## config.mk

```make
export PLATFORM = sky130hd
export DESIGN_NAME = periph_rst_bank
export DESIGN_NICKNAME = d
export VERILOG_FILES = /design/src/rtl/prb_pkg.sv /design/src/rtl/prb_decode.sv /design/src/rtl/prb_slot.sv /design/src/rtl/periph_rst_bank.sv
export SDC_FILE = /design/constraint.sdc
export NUM_CORES = 1
export LEC_CHECK = 0
export BUFFER_PORTS_ARGS = -buffer_cell sky130_fd_sc_hd__buf_2
export CAP_MARGIN = 20
export CELL_PAD_IN_SITES_DETAIL_PLACEMENT = 1
export CELL_PAD_IN_SITES_GLOBAL_PLACEMENT = 2
export CORE_MARGIN = 1.5
export CORE_UTILIZATION = 24
export DETAILED_ROUTE_END_ITERATION = 6
export GPL_TIMING_DRIVEN = 0
export PLACE_DENSITY_LB_ADDON = 0.1
export SLEW_MARGIN = 20
export SYNTH_ARGS = -nofsm -noshare
export SYNTH_HDL_FRONTEND = slang
export SYNTH_SLANG_ARGS = --single-unit
```

## constraint.sdc

```tcl
create_clock -name clk_i -period 2.35 [get_ports clk_i]
set_clock_uncertainty 0.1 [all_clocks]
set_input_delay 0.47 -clock clk_i [delete_from_list [all_inputs] [get_ports clk_i]]
set_output_delay 0.47 -clock clk_i [all_outputs]
set_load 0.005 [all_outputs]
```

## src/rtl/prb_pkg.sv

```systemverilog
package prb_pkg;
  localparam int unsigned DATA_W     = 32;
  localparam int unsigned WORD_BYTES = 4;
  typedef logic [DATA_W-1:0] word_t;
endpackage

```

## src/rtl/prb_decode.sv

```systemverilog
module prb_decode #(
  parameter int unsigned IDX_W = 6,
  parameter int unsigned NS    = 13
) (
  input  logic [IDX_W-1:0] idx_i,
  output logic [NS-1:0]    sel_o
);
  for (genvar s = 0; s < NS; s++) begin : g_sel
    assign sel_o[s] = (idx_i == IDX_W'(s));
  end

`ifndef SYNTHESIS

  sel_onehot_chk: assert final ($onehot0(sel_o));
`endif
endmodule

```

## src/rtl/prb_slot.sv

```systemverilog
module prb_slot
  import prb_pkg::*;
#(
  parameter int unsigned W   = 1,
  parameter logic [W-1:0] RST = '1
) (
  input  logic  clk_i,
  input  logic  rst_ni,
  input  logic  we_i,
  input  word_t wdata_i,
  output word_t val_o,
  output logic  lvl_o,
  output logic  pls_o
);
  logic [W-1:0] q;
  logic         pls_q;

  always_ff @(posedge clk_i or negedge rst_ni) begin
    if (!rst_ni) begin
      q     <= RST;
      pls_q <= 1'b0;
    end else begin
      pls_q <= we_i & (wdata_i[0] ^ q[0]);
      if (we_i) q <= wdata_i[W-1:0];
    end
  end

  assign val_o = DATA_W'(q);
  assign lvl_o = q[0];
  assign pls_o = pls_q;


  edge_pulse_chk: assert property (@(posedge clk_i) disable iff (!rst_ni)
    (we_i && (wdata_i[0] != lvl_o)) |=> pls_o);

  same_bit_quiet_chk: assert property (@(posedge clk_i) disable iff (!rst_ni)
    (!we_i || (wdata_i[0] == lvl_o)) |=> !pls_o);

  pulse_level_chk: assert property (@(posedge clk_i) disable iff (!rst_ni)
    pls_o |-> (lvl_o != $past(lvl_o)));

  hold_chk: assert property (@(posedge clk_i) disable iff (!rst_ni)
    !we_i |=> $stable(val_o));
endmodule

```

## src/rtl/periph_rst_bank.sv

```systemverilog
module periph_rst_bank
  import prb_pkg::*;
#(
  parameter int unsigned N_UART = 2,
  parameter int unsigned N_GEM  = 2,
  parameter int unsigned N_USB  = 2,
  parameter int unsigned N_CAN  = 4,
  parameter int unsigned N_DMA  = 8,
  parameter int unsigned N_TMR  = 4,
  parameter int unsigned ADDR_W = 8,
  localparam int unsigned NT    = N_UART + N_GEM + N_USB + N_CAN
) (
  input  logic              clk_i,
  input  logic              rst_ni,
  input  logic              wr_en_i,
  input  logic [ADDR_W-1:0] addr_i,
  input  logic [31:0]       wdata_i,
  output logic [31:0]       rdata_o,
  output logic [NT-1:0]     periph_rst_o,
  output logic [NT-1:0]     periph_pulse_o,
  output logic [N_DMA-1:0]  dma_rst_o,
  output logic [N_DMA-1:0]  dma_pulse_o
);
  localparam int unsigned IDX_W  = ADDR_W - 2;
  localparam int unsigned S_DMA  = 0;
  localparam int unsigned S_TMR  = NT + 1;
  localparam int unsigned S_SPR  = NT + 2;
  localparam int unsigned NS     = NT + 3;

  logic [NS-1:0] sel;
  logic [NS-1:0] slot_lvl;
  logic [NS-1:0] slot_pls;
  word_t         slot_val [NS];
  word_t         rd_acc   [NS+1];

  prb_decode #(.IDX_W(IDX_W), .NS(NS)) u_dec (
    .idx_i (addr_i[ADDR_W-1:2]),
    .sel_o (sel)
  );

  for (genvar s = 0; s < NS; s++) begin : g_slot
    localparam int unsigned SW = (s == S_TMR) ? N_TMR : 1;
    prb_slot #(.W(SW), .RST({SW{1'b1}})) u_slot (
      .clk_i   (clk_i),
      .rst_ni  (rst_ni),
      .we_i    (wr_en_i & sel[s]),
      .wdata_i (wdata_i),
      .val_o   (slot_val[s]),
      .lvl_o   (slot_lvl[s]),
      .pls_o   (slot_pls[s])
    );
  end

  // read mux as an OR chain over decoded selects
  assign rd_acc[0] = '0;
  for (genvar s = 0; s < NS; s++) begin : g_rd
    assign rd_acc[s+1] = rd_acc[s] | (sel[s] ? slot_val[s] : '0);
  end
  assign rdata_o = rd_acc[NS];

  for (genvar k = 0; k < NT; k++) begin : g_tgt
    assign periph_rst_o[k]   = slot_lvl[k+1];
    assign periph_pulse_o[k] = slot_pls[k+1];
  end

  for (genvar c = 0; c < N_DMA; c++) begin : g_dma
    assign dma_rst_o[c]   = slot_lvl[S_DMA];
    assign dma_pulse_o[c] = slot_pls[S_DMA];
  end

  logic unused_bits;
  assign unused_bits = ^{slot_pls[S_TMR], slot_pls[S_SPR], slot_lvl[S_TMR],
                         slot_lvl[S_SPR], addr_i[1:0]};


  dma_pulse_lvl_chk: assert property (@(posedge clk_i) disable iff (!rst_ni)
    (dma_pulse_o != '0) |-> (dma_rst_o != $past(dma_rst_o)));

  unmapped_quiet_chk: assert property (@(posedge clk_i) disable iff (!rst_ni)
    (wr_en_i && (sel == '0)) |=> ((periph_pulse_o == '0) && (dma_pulse_o == '0)));
endmodule

```

==> impl_results.md <==
- Synth async-reset ratio: 1.00
- Reg area: 696 um2
- Worst vdd ir: 0.198 mV
- Fill count: 870
- Final net count: 306
- Max-slew headroom: 0.583
- Sinks on Clock Net: 27
- Period utilization: 0.991
- FF-to-FF End: g_slot[0].u_slot.pls_o$_DFF_PN0_
- Via count: 1,360
- Worst path top cell family by delay: simple AND/OR/NAND/NOR gates
- Post-synthesis cell count: 181
- Slowest CP cell: or4b_4
- Overflow after GRT: 0
- Post-DP Area: 2300 um2
- Min Hold Slack: 0.0897 ns
- Leakage power: 1.25 nW
- GRT Total Usage: 0.104
- Antenna violations before repair: 0
- Status: complete, no violations
- Clk buf depth: 2
- Worst-path clk slew: 0.10 ns
- First-pass GRT wire length: 6.86 mm
- Vias per inst: 3.77
- Top Ports: 111
- Final hold vios: 0
- Synthesis Warnings: 0
- Crit path max fanout: 7
- CP Cell Sequence: buf_2 > or4b_4 > o32ai_4 > a21oi_1 > nand4_1 > buf_2
- Final max-slew violation count: 0
- Final instance area: 2390 um2
- Critical Path RT: 1.78 ns
- Final WL: 4.11 mm
- PortBufs: 50
- Proportion of layout cells with a drive suffix above 1: 0.569
- Mean area per synthesized cell: 10.1 um2
- Top cell type's share of synthesized area: 0.263
- Worst r2r src: g_slot[0].u_slot.lvl_o$_DFFE_PN1P_
- DRC violations left: 0
- Register area share after synthesis: 0.380
- CTS tree: built
- Main synth FF type: dfstp_2
- # H-tree levels: 1
- Placeable core area: 7330 um2
- Layout area overhead: 30.4%
- CTS Buf Count: 3
- GP Congestion: 0.723
- Synth cell types: 33
- Crit path buffers/inverters: 2
- Setup violations, final: 0
- Starting density of the core: 0.250
- Die width: 90.3 um
- Slew @ Worst Pin: 0.625 ns
- Area leader, netlist: buf_4
- CP max stage delay: 0.58 ns
- Unrepaired setup endpoints after global routing: yes
- Final period demand of the worst path: 2.33 ns
- Post-detail-place hpwl: 3.24 mm
- Synth top area cells: buf_4 (26%), dfstp_2 (23%), dfrtp_1 (15%)
- CP startpoint kind: primary input
- Antenna viol nets, final: 0
- N_diodes: 0
- Pin count of the biggest net entering global routing: 28
- EDFF count, synth: 0
- Power Density: 479 nW/um2
- Synthesized area: 1830 um2
- Reg-to-reg setup timing slack: 1.30 ns
- Cells on worst reg2reg path: 2
- Die area: 8150 um2
- FF+latch count, synth: 27
- Min-delay worst type: primary input to asynchronous set/reset pin
- CP arrival: 1.76 ns
- Router iterations before antenna repair: 4
- Most frequent CP cell: buf_2
- Setup CP Type: primary input to output port
- Avg WL per Cell: 11.4 um
- Most frequent cell after synthesis: buf_4
- Drt first-iter violations: 37
- Multi-input logic area: 753 um2
- Clk root buf: clkbuf_8
- Vias in the first global route: 1,384
- Commonest cells in the netlist: buf_4 (64), dfstp_2 (16), nor2_1 (12)
- Worst skew pair latency: 0.27 ns
- Row count: 31
- Max Clk Rate: 430 MHz
- Max Cap Violations: 0
- CP endpoint kind: output port
- Total Neg Setup Slack: 0 ns
- Die height: 90.3 um
==> worst max path at each step <==
stage | from | cells after the start | endpoint | slack (ns)
6_report | addr_i[6] | 6 | rdata_o[0] | 0.02
4_1_cts | addr_i[7] | 6 | rdata_o[0] | 0.003
3_3_place_gp | addr_i[2] | 6 | rdata_o[0] | -0.19
5_1_grt | addr_i[6] | 6 | rdata_o[0] | -0.03
3_5_place_dp | addr_i[2] | 6 | rdata_o[0] | -0.20
2_1_floorplan | addr_i[2] | 4 | rdata_o[0] | 0.29
==> routing by layer <==
metal,global-route usage,vias up,part of all wire
met5,0,-,0
met4,0.0397,0,0.013
met3,0.0109,4,0.036
met2,0.187,37,0.52
met1,0.128,652,0.43
li1,-,667,-
==> through the flow <==
step                      total power, mW  worst slack [ns]  utilization  instances
after floorplan                     0.773             0.294            -        208
after global placement              0.867            -0.192        0.314        357
after detailed placement            0.872            -0.201        0.314        357
after CTS                            1.16           0.00255        0.324        360
after global routing                 1.21           -0.0325        0.325        361
final                                1.14            0.0218        0.325        361
==> state kept, by name, summed over array words and instances (netlist names) <==
signal,count
g_slot.u_slot.lvl_o,12
g_slot.u_slot.pls_o,11
g_slot.u_slot.q,4
==> cell usage in the layout (no fill, tap or decap), drive strengths merged, types with 2 or more instances in the layout <==
cell | netlist | routed
and2 | 3 | 3
buf | 66 | 117
clkbuf | 5 | 7
conb | 1 | 28
dfrtp | 11 | 11
dfstp | 16 | 16
mux2 | 16 | 16
mux2i | 3 | 3
nand2 | 7 | 7
nand3b | 2 | 2
nand4 | 2 | 2
nor2 | 12 | 12
nor3 | 6 | 6
nor3b | 2 | 2
nor4 | 3 | 3
nor4b | 2 | 2
xnor2 | 11 | 11
==> worst reg2reg max path: cells and delay by family (launching register included) <==
family,cells,cell delay (ns)
AND/OR/NAND/NOR,1,0.06
flip-flops,1,0.66
XOR/XNOR,1,0.14
==> timing repair <==
action,in CTS,in global routing
pin swaps,3,1
setup buffers,0,1
resized for setup,4,1
hold buffers,0,0
endpoints found under the setup margin,4,1
==> logic make-up after synthesis <==
family	Yosys count	synth area share
buffers and inverters	72	0.280
other	1	0.00205
muxes	20	0.129
AOI/OAI and AO/OA	3	0.0103
DFF	27	0.380
and+or+nand+nor	47	0.145
xor gates and xnor gates	11	0.0527
==> cell type report <==
| cell class | count | share of cell area |
|---|---|---|
| plain buffers | 70 | 0.212 |
| clock buffers | 3 | 0.0173 |
| clock inverters | 1 | 0.00210 |
| inverters | 1 | 0.00157 |
| multi-input cells | 109 | 0.316 |
| flip-flops and latches | 27 | 0.292 |
| well taps | 99 | 0.0519 |
| repair buffers | 51 | 0.108 |
==> where the power goes <==
| part | leakage, nW | switching, mW | internal (mW) |
|---|---|---|---|
| registers | 0.320 | 0.0415 | 0.530 |
| logic | 0.906 | 0.116 | 0.177 |
| clock network | 0.0255 | 0.160 | 0.119 |
No activity file was read; power rests on OpenSTA's default activity.
